--- src/rtl/uart_irq_pkg.sv ---
package uart_irq_pkg;
  localparam int NUM_SRC = 8;
  localparam int IDX_W   = $clog2(NUM_SRC);
  localparam int CODE_W  = 5;
  localparam int BYTE_W  = 8;
  localparam int TX_IDX  = 3;

  typedef struct packed {
    logic txSet;
    logic txClr;
  } ctrlStrobes_t;

  // Codes for bits 5:1, one per source index
  function automatic logic [CODE_W-1:0] srcCode(input logic [IDX_W-1:0] idx);
    case (idx)
      3'd0:    srcCode = 5'h03;
      3'd1:    srcCode = 5'h06;
      3'd2:    srcCode = 5'h02;
      3'd3:    srcCode = 5'h01;
      3'd4:    srcCode = 5'h00;
      3'd5:    srcCode = 5'h18;
      3'd6:    srcCode = 5'h08;
      default: srcCode = 5'h10;
    endcase
  endfunction
endpackage

--- src/rtl/uart_irq_ctrl.sv ---
module uart_irq_ctrl
  import uart_irq_pkg::*;
(
  input  logic              clk,
  input  logic              rstN,
  input  logic              txReq,
  input  logic              readStrobe,
  input  logic [CODE_W-1:0] shownCode,
  input  logic              shownPending,
  output ctrlStrobes_t      strobes
);
  logic txPrev;

  always_ff @(posedge clk) begin
    if (!rstN) txPrev <= 1'b0;
    else       txPrev <= txReq;
  end

  always_comb begin
    strobes.txSet = txReq & ~txPrev;
    strobes.txClr = readStrobe & shownPending & (shownCode == srcCode(IDX_W'(TX_IDX)));
  end
endmodule

--- src/rtl/uart_irq_datapath.sv ---
module uart_irq_datapath
  import uart_irq_pkg::*;
(
  input  logic               clk,
  input  logic               rstN,
  input  logic [NUM_SRC-1:0] srcReq,
  input  logic [NUM_SRC-1:0] srcEn,
  input  logic               fifoEn,
  input  ctrlStrobes_t       strobes,
  output logic [BYTE_W-1:0]  identReg
);
  logic               txLatch;
  logic               txLive;
  logic [NUM_SRC-1:0] liveReq;
  logic [NUM_SRC-1:0] effReq;
  logic [IDX_W-1:0]   winIdx;
  logic               anyHit;
  logic [CODE_W-1:0]  winCode;

  // a new edge wins over a clear in the same cycle
  assign txLive = strobes.txSet | (txLatch & ~strobes.txClr);

  for (genvar g = 0; g < NUM_SRC; g++) begin : g_live
    if (g == TX_IDX) begin : g_tx
      assign liveReq[g] = txLive;
    end else begin : g_lvl
      assign liveReq[g] = srcReq[g];
    end
  end

  assign effReq = liveReq & srcEn;

  always_comb begin
    winIdx = '0;
    anyHit = 1'b0;
    for (int i = NUM_SRC - 1; i >= 0; i--) begin
      if (effReq[i]) begin
        winIdx = IDX_W'(i);
        anyHit = 1'b1;
      end
    end
    winCode = anyHit ? srcCode(winIdx) : '0;
  end

  always_ff @(posedge clk) begin
    if (!rstN) begin
      txLatch  <= 1'b0;
      identReg <= 8'h01;
    end else begin
      txLatch  <= txLive;
      identReg <= {fifoEn, fifoEn, winCode, ~anyHit};
    end
  end
endmodule

--- src/rtl/uart_irq_ident.sv ---
module uart_irq_ident
  import uart_irq_pkg::*;
(
  input  logic               clk,
  input  logic               rstN,
  input  logic [NUM_SRC-1:0] srcReq,
  input  logic [NUM_SRC-1:0] srcEn,
  input  logic               fifoEn,
  input  logic               readStrobe,
  output logic [BYTE_W-1:0]  identByte,
  output logic               irqN
);
  ctrlStrobes_t       strobes;
  logic [BYTE_W-1:0]  identReg;

  uart_irq_ctrl u_ctrl (
    .clk          (clk),
    .rstN         (rstN),
    .txReq        (srcReq[TX_IDX]),
    .readStrobe   (readStrobe),
    .shownCode    (identReg[CODE_W:1]),
    .shownPending (~identReg[0]),
    .strobes      (strobes)
  );

  uart_irq_datapath u_dp (
    .clk      (clk),
    .rstN     (rstN),
    .srcReq   (srcReq),
    .srcEn    (srcEn),
    .fifoEn   (fifoEn),
    .strobes  (strobes),
    .identReg (identReg)
  );

  assign identByte = identReg;
  assign irqN      = identReg[0];
endmodule

--- config.mk ---
export PLATFORM = sky130hd
export DESIGN_NAME = uart_irq_ident
export DESIGN_NICKNAME = d
export VERILOG_FILES = /design/src/rtl/uart_irq_pkg.sv /design/src/rtl/uart_irq_ctrl.sv /design/src/rtl/uart_irq_datapath.sv /design/src/rtl/uart_irq_ident.sv
export SDC_FILE = /design/constraint.sdc
export NUM_CORES = 1
export LEC_CHECK = 0
export ABC_CLOCK_PERIOD_IN_PS = 3150
export BUFFER_PORTS_ARGS = -buffer_cell sky130_fd_sc_hd__buf_2
export CORE_AREA = 3 3 40 42
export DETAILED_ROUTE_END_ITERATION = 10
export DIE_AREA = 0 0 43 45
export GPL_TIMING_DRIVEN = 0
export PLACE_DENSITY = 0.65
export RECOVER_POWER = 50
export SLEW_MARGIN = 10
export SYNTH_ARGS = -nofsm -noshare
export SYNTH_HDL_FRONTEND = slang
export SYNTH_SLANG_ARGS = --single-unit
--- constraint.sdc ---
create_clock -name clk -period 3.15 [get_ports clk]
set_clock_uncertainty 0.15 [all_clocks]
set_input_delay 0.63 -clock clk [delete_from_list [all_inputs] [get_ports clk]]
set_output_delay 0.63 -clock clk [all_outputs]
set_load 0.05 [all_outputs]
==> impl_metrics.csv, run 1 <==
group,metric,value,unit
global_route,grt_pass1_vias,357,
synth,ys.flop_type,"dfxtp_1",
synth,synthTopCellsByArea,"dfxtp_1 (41%), nand2_1 (6.9%), o41ai_4 (6.3%)",
synth,async_reset_ff_frac,0,
final_layout,fin_area,594,sq um
placement,numPortBuffers,28,
setup_path,end_kind,"flip-flop",
global_route,grt_pass1_wl,1410,microns
detailed_routing,via_per_inst,4.53,
final_layout,diodes,0,
synth,synth_top_cell_by_area,"dfxtp_1",
synth,netlist_instances,45,
clock_tree,cts_inserted_buffers,3,
power,cellPowerDensity,469,nW/um^2
placement,dpl_cell_area,593,sq um
placement,place.gp.congestion,0.707,
clock_tree,post_cts_buffers,0,
detailed_routing,drc,0,
clock_tree,insertion_delay,0.25,ns
setup_path,rrSetupSlack,1.05,ns
synth,syn_nets,65,
global_route,grt_start_max_net_pins,11,
clock_tree,cts.sinks,9,
detailed_routing,dr.pass1.iters,2,
timing,setup-tns-final,0,ns
flow_run,drv_cap,0,
timing,timing.final.crit_share,0.687,
timing,relSlewSlack,0.603,
clock_tree,cts_resized,0,
detailed_routing,ant_nets,0,
synth,synth.distinct_cells,20,
power,p_leak,0.000287,uW
setup_path,path_class,"input pin to flip-flop",
synth,synth-edff-count,0,
synth,synth_seq_area_share,0.415,
setup_path,crit_end,"u_dp.identReg[5]",
synth,avgSynthCellArea,9.65,sq um
setup_path,crit_required,3.14,ns
worst_hold_path,hp-class,"flip-flop to flip-flop",
final_layout,drive_gt1_frac,0.416,
clock_tree,clk_path_buf_depth,2,
final_layout,fill_cells,137,
detailed_routing,dr.first_iter.drc_count,1,
global_route,grt_usage,0.104,
setup_path,rr_startpoint,"u_dp.identReg[3]",
global_route,antenna_found_initial,0,
timing,slew_violations,0,
final_layout,multi_input_area,216,sq um
timing,grt_setup_unrepaired,"false",
setup_path,worstSetupStartpoint,"readStrobe",
run_status,outcome,"complete, no violations",
final_layout,final_cell_mix,"buf_2 (23), dfxtp_1 (9), nand2_1 (8)",
floorplan,die_y,45,microns
timing,post-route-min-period,2.16,ns
global_route,overflow,0,
detailed_routing,post_drt_wl_per_cell,9.58,microns
synth,ys_warn_count,0,
placement,dpl.hpwl,736,microns
timing,max_clock_freq,462,MHz
clock_tree,hold_buffers,0,
timing,hold_violations,0,
clock_tree,cts_tree,"done",
setup_path,rr_worst_depth,5,
setup_path,start_kind,"input pin",
floorplan,start_util,0.338,
floorplan,fp-row-count,13,
floorplan,chipWidth,43,microns
timing,worst_pin_slew,0.599,ns
final_layout,layout_commonest_cell,"buf_2",
floorplan,ioPinCount,29,
clock_tree,htree_levels,1,
floorplan,die_area,1940,sq um
setup_path,path_max_fanout,6,
final_layout,ff_latch_area,180,sq um
floorplan,coreArea,1280,sq um
timing,final-setup-viol-count,0,
power,peakVddDrop,151,uV
synth,netlist.area_leader.share,0.415,
power,power.total,279,uW
detailed_routing,routed_wl,881,microns
setup_path,crit_arrival,2.16,ns
synth,syn_area,434,sq um
detailed_routing,vias,417,
clock_tree,ctsRootBufferMaster,"clkbuf_4",
final_layout,area.growth.synth_to_final,36.9,%
worst_hold_path,hp-start,"u_dp.txLatch",
final_layout,nets,98,
final_layout,final_core_util,0.463,
setup_path,reg2reg_to,"u_dp.identReg[5]",
synth,ys_ff_latch,9,
clock_tree,clk_pin_slew,0.06,ns
[stage by stage]
stage                     std cells  hold WS (ns)  setup slack (ns)
after CTS                        92         0.353              1.21
after global routing             92         0.394             0.937
final                            92         0.387             0.985
after floorplan                  45         0.325              1.11
after global placement           88         0.336             0.957
after detailed placement         88         0.345             0.947
[worst max-delay path, stage by stage]
cell	delay [ns]
buf_2	0.08
or4b_4	0.44
o41ai_1	0.47
a21bo_4	0.24
a21oi_1	0.10
and4_1	0.20
[synthesized netlist by cell type (2+ instances only)]
cell type and count:
buf_4 2, dfxtp_1 9, a21oi_1 4, nand4_1 2
nand2_1 8, nand2b_1 2, and2_1 4, o21ai_0 2
[cell families (layout without fill, tap and decap cells)]
family	Yosys count	count (layout)	synth area share
AND/OR/NAND/NOR	21	21	0.280
AO/OA/AOI/OAI	11	11	0.239
flip-flops	9	9	0.415
buffers and inverters	3	35	0.0432
multiplexers	1	1	0.0231
[per-layer routing]
layer | GRT usage | part of all wire | vias up
met5 | 0 | 0 | -
met4 | 0.145 | 0.062 | 0
met3 | 0 | 0.11 | 4
met2 | 0.144 | 0.40 | 26
met1 | 0.127 | 0.43 | 166
li1 | - | - | 221
[worst min path at each step]
stage,slack [ns],endpoint,cells past startpoint
floorplan,0.32,u_dp.txLatch,2
global placement,0.34,u_dp.txLatch,2
detailed placement,0.34,u_dp.txLatch,2
CTS,0.35,u_dp.txLatch,2
global route,0.39,u_dp.txLatch,2
finish,0.39,u_dp.txLatch,2
[registers in the layout, summed over array words and instances, names as in the netlist]
register       count
u_ctrl.txPrev      1
u_dp.identReg      7
u_dp.txLatch       1
[power breakdown]
part / internal (uW) / leakage [uW] / switching [uW]
Combinational: 26.5 / 0.000198 / 44.9
Clock: 48.5 / 0.0000150 / 35.5
Sequential: 121 / 0.0000745 / 2.93
Total: 196 / 0.000287 / 83.3
[final cells by class]
class                   count  share of cell area
multi-input cells          33               0.364
clock buffers               4              0.0442
repair buffers             28               0.225
plain buffers               2              0.0253
well taps                  15              0.0316
flip-flops and latches      9               0.303
inverters                   1             0.00632
(Power assumes the default switching activity.)
==> run 2: changes to the inputs <==
--- a/config.mk
+++ b/config.mk
@@ -5,13 +5,14 @@
 export SDC_FILE = /design/constraint.sdc
 export NUM_CORES = 1
 export LEC_CHECK = 0
-export ABC_CLOCK_PERIOD_IN_PS = 3150
+export ABC_AREA = 1
+export ABC_CLOCK_PERIOD_IN_PS = 2300
 export BUFFER_PORTS_ARGS = -buffer_cell sky130_fd_sc_hd__buf_2
 export CORE_AREA = 3 3 40 42
 export DETAILED_ROUTE_END_ITERATION = 10
 export DIE_AREA = 0 0 43 45
 export GPL_TIMING_DRIVEN = 0
-export PLACE_DENSITY = 0.65
+export PLACE_DENSITY = 0.66
 export RECOVER_POWER = 50
 export SLEW_MARGIN = 10
 export SYNTH_ARGS = -nofsm -noshare
==> constraint.sdc (replaced) <==
create_clock -name clk -period 2.3 [get_ports clk]
set_clock_uncertainty 0.15 [all_clocks]
set_input_delay 0.46 -clock clk [delete_from_list [all_inputs] [get_ports clk]]
set_output_delay 0.46 -clock clk [all_outputs]
set_load 0.05 [all_outputs]
==> run 2 against run 1 <==
Against the previous run: global-route usage is 0.33 points lower; sequential power is 39% higher; sequential share of layout area is 1.5 points lower; critical path type is now flip-flop to output pin; cell area is 5.3% higher; worst hold slack worse by 0.14 ns; final cell count is 23% higher; worst setup slack worse by 0.33 ns; largest power group unchanged; synthesized cell count is 47% higher; largest cell class unchanged; clock-buffer cell count stayed put; first-iteration DRC count stayed put; utilization is 2.4 points higher.
==> impl_metrics.csv, run 2 <==
group,metric,value,unit
global_route,grt_pass1_wl,1440,microns
detailed_routing,via_per_inst,4.17,
final_layout,nets,119,
global_route,overflow,0,
timing,worst_pin_slew,0.592,ns
final_layout,final_cell_mix,"nand2_1 (24), buf_2 (23), inv_1 (9), dfxtp_1 (9), clkbuf_1 (6)",
final_layout,fill_cells,140,
placement,dpl.hpwl,742,microns
final_layout,layout_commonest_cell,"nand2_1",
worst_hold_path,hold_depth,3,
synth,yosysMostFrequentCell,"nand2_1",
timing,post-route-min-period,1.64,ns
floorplan,chipWidth,43,microns
placement,numPortBuffers,28,
synth,netlist.area_leader.share,0.399,
synth,synth.distinct_cells,15,
detailed_routing,drc,0,
synth,synth_top_cell_by_area,"dfxtp_1",
final_layout,diodes,0,
final_layout,fin_area,626,sq um
synth,ys_ff_latch,9,
clock_tree,cts_inserted_buffers,3,
setup_path,crit_chain,"clkbuf_1",
setup_path,rr_startpoint,"u_dp.identReg[2]",
synth,async_reset_ff_frac,0,
placement,dpl_cell_area,611,sq um
synth,synth-edff-count,0,
floorplan,die_y,45,microns
setup_path,worstSetupStartpoint,"u_dp.identReg[3]",
setup_path,start_kind,"flip-flop",
setup_path,crit_arrival,1.03,ns
setup_path,path_class,"flip-flop to output pin",
flow_run,drv_cap,0,
timing,setup_ws,0.659,ns
synth,netlist_instances,66,
setup_path,crit_required,1.69,ns
setup_path,end_kind,"output pin",
floorplan,coreArea,1280,sq um
timing,final-setup-viol-count,0,
setup_path,reg2reg_to,"u_dp.identReg[4]",
placement,pre_cts_slack,0.681,ns
final_layout,reg.largest.list,"u_dp.identReg x7, u_ctrl.txPrev x1, u_dp.txLatch x1",
synth,ys.flop_type,"dfxtp_1",
power,peakVddDrop,255,uV
power,p_leak,0.000357,uW
final_layout,largest_reg_flops,7,
timing,max_clock_freq,609,MHz
clock_tree,post_cts_buffers,0,
setup_path,rrSetupSlack,0.77,ns
timing,slew_violations,0,
clock_tree,hold_buffers,0,
clock_tree,ctsRootBufferMaster,"clkbuf_4",
clock_tree,cts_resized,0,
detailed_routing,post_drt_wl_per_cell,7.47,microns
clock_tree,htree_levels,1,
setup_path,worst-path-buf-inv,1,
final_layout,area.growth.synth_to_final,38.5,%
synth,avgSynthCellArea,6.84,sq um
setup_path,path_max_fanout,2,
detailed_routing,vias,471,
floorplan,die_area,1940,sq um
run_status,outcome,"complete, no violations",
final_layout,multi_input_area,214,sq um
detailed_routing,dr.first_iter.drc_count,1,
synth,syn_area,452,sq um
floorplan,fp-row-count,13,
detailed_routing,ant_nets,0,
global_route,antenna_found_initial,0,
synth,netlist_top_cells_count,"nand2_1 (22), dfxtp_1 (9), inv_1 (9)",
synth,synth_seq_area_share,0.399,
synth,synthTopCellsByArea,"dfxtp_1 (40%), nand2_1 (18%), nand2_2 (9.7%)",
clock_tree,cts.sinks,9,
setup_path,max_stage_delay,0.47,ns
setup_path,slowest_stage,"clkbuf_1",
clock_tree,cts_tree,"done",
global_route,grt_usage,0.100,
final_layout,ff_latch_area,180,sq um
setup_path,cpLargestDelayFamily,"buffers and inverters",
detailed_routing,routed_wl,844,microns
timing,relSlewSlack,0.607,
global_route,grt_start_max_net_pins,6,
final_layout,largest-register,"u_dp.identReg",
synth,ys_warn_count,0,
setup_path,crit_end,"identByte[3]",
setup_path,rr_worst_depth,14,
floorplan,ioPinCount,29,
detailed_routing,dr.pass1.iters,4,
setup_path,path_depth,1,
placement,place.gp.congestion,0.752,
worst_hold_path,hp-class,"input pin to flip-flop",
timing,grt_setup_unrepaired,"false",
timing,setup-tns-final,0,ns
timing,hold_violations,0,
clock_tree,clk_path_buf_depth,2,
power,cellPowerDensity,657,nW/um^2
floorplan,start_util,0.352,
final_layout,drive_gt1_frac,0.378,
clock_tree,clk_pin_slew,0.06,ns
synth,syn_nets,86,
clock_tree,insertion_delay,0.25,ns
timing,timing.final.crit_share,0.713,
global_route,grt_pass1_vias,400,
-- run 2: how the worst min path moves through the flow --
stage	from	to	slack [ns]
2_1_floorplan	u_dp.txLatch	u_dp.txLatch	0.29
3_3_place_gp	u_dp.txLatch	u_dp.txLatch	0.31
3_5_place_dp	u_dp.txLatch	u_dp.txLatch	0.32
4_1_cts	fifoEn	u_dp.identReg[6]	0.24
5_1_grt	fifoEn	u_dp.identReg[6]	0.27
6_report	fifoEn	u_dp.identReg[6]	0.25
-- run 2: metrics by stage --
step	util	total power [uW]	instances	hold WS, ns
after CTS	0.496	420	113	0.242
after global routing	0.487	437	113	0.270
after detailed placement	0.475	307	109	0.316
final	0.487	411	113	0.245
after global placement	0.475	305	109	0.308
after floorplan	-	272	66	0.292
-- run 2: per-layer routing --
layer / vias up / wire length [microns] / global-route usage
met5: - / 0 / 0
met4: 0 / 23 / 0.0904
met3: 2 / 91 / 0.0159
met2: 23 / 385 / 0.153
met1: 182 / 344 / 0.122
li1: 264 / - / -
-- run 2: cells by family after synthesis --
family	Yosys count	share of synthesized area
AO/OA/AOI/OAI	5	0.0720
buffers and inverters	12	0.116
AND/OR/NAND/NOR	40	0.413
flip-flops	9	0.399
-- run 2: final cells by class --
| class | count | share of cell area |
|---|---|---|
| Clock buffer | 4 | 0.0420 |
| Inverter | 10 | 0.0600 |
| Sequential cell | 9 | 0.288 |
| Timing Repair Buffer | 28 | 0.214 |
| Buffer | 2 | 0.0240 |
| Tap cell | 15 | 0.0300 |
| Multi-Input combinational cell | 45 | 0.342 |
-- run 2: power breakdown --
group	switching, uW	internal [uW]
combinational	87.1	40.0
clock	45.4	66.2
sequential	4.49	168
==> run 3: changes to the inputs <==
--- a/config.mk
+++ b/config.mk
@@ -6,13 +6,13 @@
 export NUM_CORES = 1
 export LEC_CHECK = 0
 export ABC_AREA = 1
-export ABC_CLOCK_PERIOD_IN_PS = 2300
+export ABC_CLOCK_PERIOD_IN_PS = 1450
 export BUFFER_PORTS_ARGS = -buffer_cell sky130_fd_sc_hd__buf_2
 export CORE_AREA = 3 3 40 42
 export DETAILED_ROUTE_END_ITERATION = 10
 export DIE_AREA = 0 0 43 45
 export GPL_TIMING_DRIVEN = 0
-export PLACE_DENSITY = 0.66
+export PLACE_DENSITY = 0.69
 export RECOVER_POWER = 50
 export SLEW_MARGIN = 10
 export SYNTH_ARGS = -nofsm -noshare
==> constraint.sdc (replaced) <==
create_clock -name clk -period 1.45 [get_ports clk]
set_clock_uncertainty 0.15 [all_clocks]
set_input_delay 0.29 -clock clk [delete_from_list [all_inputs] [get_ports clk]]
set_output_delay 0.29 -clock clk [all_outputs]
set_load 0.05 [all_outputs]
==> run 3 against run 2 <==
Against the previous run: the flow now finishes with violations (setup timing); largest power group unchanged; utilization is 4.5 points higher; worst hold slack worse by 0.18 ns; sequential cell count unchanged; register-to-register slack got worse by 0.77 ns; critical endpoint is now u_dp.identReg[4]; clock power increased by 62%; critical path depth up 13; wire length rose by 5.3%; cell area grew 9.2%.
==> impl_metrics.csv, run 3 (synthesized netlist as in run 2, its figures left out) <==
group,metric,value,unit
run_status,outcome,"finished, violations left",
run_status,violations,"setup timing",
final_layout,drive_gt1_frac,0.566,
detailed_routing,drc,0,
worst_hold_path,hp-start,"fifoEn",
power,p_int,444,uW
timing,timing.final.crit_share,1.00,
placement,placed_cells,109,
clock_tree,ctsRootBufferMaster,"clkbuf_4",
setup_path,path_class,"flip-flop to flip-flop",
final_layout,diodes,0,
global_route,antenna_found_initial,0,
timing,worst_pin_slew,0.275,ns
setup_path,crit_arrival,1.44,ns
setup_path,end_kind,"flip-flop",
timing,post-route-min-period,1.45,ns
timing,final-setup-viol-count,1,
final_layout,final_cell_mix,"buf_2 (25), nand2_1 (20), nand2_2 (7)",
power,cellPowerDensity,987,nW/um^2
power,combPwrFrac,0.328,
final_layout,largest_reg_flops,7,
setup_path,rr_worst_depth,14,
clock_tree,cts.sinks,9,
power,swShare,0.342,
setup_path,crit_chain,"inv_2, nand2_1, nor2_1, nand2_1, nand2_1, nand2_1, nand2_2, nand2_2, nand2_2, nand2_4, nand2_4, nand2_4, nand2_2, nor2_2",
final_layout,reg.largest.list,"u_dp.identReg x7, u_ctrl.txPrev x1, u_dp.txLatch x1",
clock_tree,clk_path_buf_depth,2,
setup_path,path_max_fanout,3,
power,p_leak,0.000388,uW
global_route,grt_start_max_net_pins,6,
floorplan,fp-row-count,13,
worst_hold_path,hp-class,"input pin to flip-flop",
setup_path,slowest_stage,"dfxtp_4",
timing,setup_ws,-0.00349,ns
placement,numPortBuffers,28,
flow_run,drv_cap,0,
detailed_routing,routed_wl,889,microns
timing,slew_violations,0,
power,pwr-share-seq,0.404,
setup_path,rrSetupSlack,-0.003,ns
detailed_routing,post_drt_wl_per_cell,7.80,microns
timing,setup-tns-final,-0.00349,ns
final_layout,layout_commonest_cell,"buf_2",
floorplan,start_util,0.352,
timing,max_clock_freq,688,MHz
detailed_routing,dr.pass1.iters,4,
floorplan,die_y,45,microns
final_layout,nets,120,
setup_path,reg2reg_to,"u_dp.identReg[4]",
timing,relSlewSlack,0.817,
final_layout,largest-register,"u_dp.identReg",
worst_hold_path,hold_depth,3,
final_layout,fin_area,683,sq um
floorplan,coreArea,1280,sq um
timing,hold_violations,0,
clock_tree,clk_pin_slew,0.06,ns
timing,grt_setup_unrepaired,"true",
final_layout,fill_cells,130,
setup_path,start_kind,"flip-flop",
setup_path,max_stage_delay,0.34,ns
floorplan,die_area,1940,sq um
final_layout,area.growth.synth_to_final,51.2,%
placement,dpl.hpwl,760,microns
setup_path,crit_required,1.44,ns
global_route,grt_pass1_wl,1480,microns
global_route,overflow,0,
detailed_routing,dr.first_iter.drc_count,7,
placement,pre_cts_slack,-0.0236,ns
power,power.total,674,uW
final_layout,layoutNonFillerInstCount,114,
power,peakVddDrop,334,uV
floorplan,ioPinCount,29,
setup_path,rr_startpoint,"u_dp.identReg[2]",
floorplan,chipWidth,43,microns
global_route,grt_pass1_vias,400,
placement,dpl_cell_area,636,sq um
detailed_routing,via_per_inst,4.11,
clock_tree,cts_tree,"done",
power,clockPowerShare,0.268,
detailed_routing,vias,468,
worst_hold_path,min_to,"u_dp.identReg[6]",
power,power.switching,230,uW
detailed_routing,ant_nets,0,
clock_tree,cts_inserted_buffers,3,
placement,place.gp.congestion,0.755,
clock_tree,htree_levels,1,
clock_tree,insertion_delay,0.25,ns
global_route,grt_usage,0.100,
-- run 3: power by group through the flow --
stage	clock network, uW	registers [uW]	logic, uW
6_report	181	272	221
5_1_grt	196	275	242
4_1_cts	187	273	211
3_5_place_dp	0	278	211
3_3_place_gp	0	277	209
2_1_floorplan	0	331	104
-- run 3: layout make-up --
| type | count | area, sq um | share of cell area |
|---|---|---|---|
| well taps | 15 | 18.8 | 0.0275 |
| clock buffers | 4 | 26.3 | 0.0385 |
| inverters | 10 | 37.5 | 0.0549 |
| multi-input cells | 45 | 239 | 0.350 |
| flip-flops and latches | 9 | 200 | 0.293 |
| plain buffers | 2 | 15.0 | 0.0220 |
| repair buffers | 29 | 146 | 0.214 |
-- run 3: what timing repair did --
item / in CTS / in global routing
resized for setup: 0 / 4
hold buffers: 0 / 0
endpoints found under the setup margin: 2 / 5
buffers inserted: 0 / 1
pin swaps: 2 / 2
-- run 3: metal layers --
metal,routed length [microns],vias up,global-route usage
met1,358,182,0.119
met2,451,19,0.168
met5,0,-,0
met4,0,0,0.0723
li1,-,267,-
met3,79,0,0.0120
-- run 3: worst max path at each step --
stage	cells after the start	end	startpoint	slack (ns)
2_1_floorplan	14	u_dp.identReg[4]	u_dp.identReg[3]	-0.005
3_3_place_gp	14	u_dp.identReg[4]	u_dp.identReg[3]	-0.01
3_5_place_dp	14	u_dp.identReg[4]	u_dp.identReg[3]	-0.02
4_1_cts	14	u_dp.identReg[4]	u_dp.identReg[4]	-0.02
5_1_grt	11	u_dp.identReg[3]	u_dp.identReg[5]	-0.15
6_report	14	u_dp.identReg[4]	u_dp.identReg[2]	-0.003
-- run 3: per-stage QoR --
step / hold WS (ns) / util
2_1_floorplan: 0.228 / -
3_3_place_gp: 0.308 / 0.495
3_5_place_dp: 0.314 / 0.495
4_1_cts: 0.0633 / 0.515
5_1_grt: 0.0767 / 0.532
6_report: 0.0685 / 0.532
-- run 3: critical path: cells and delay by family, from the launching register on --
kind	cells	cell delay (ns)
flip-flops	1	0.34
buffers and inverters	1	0.03
AND/OR/NAND/NOR	13	0.81
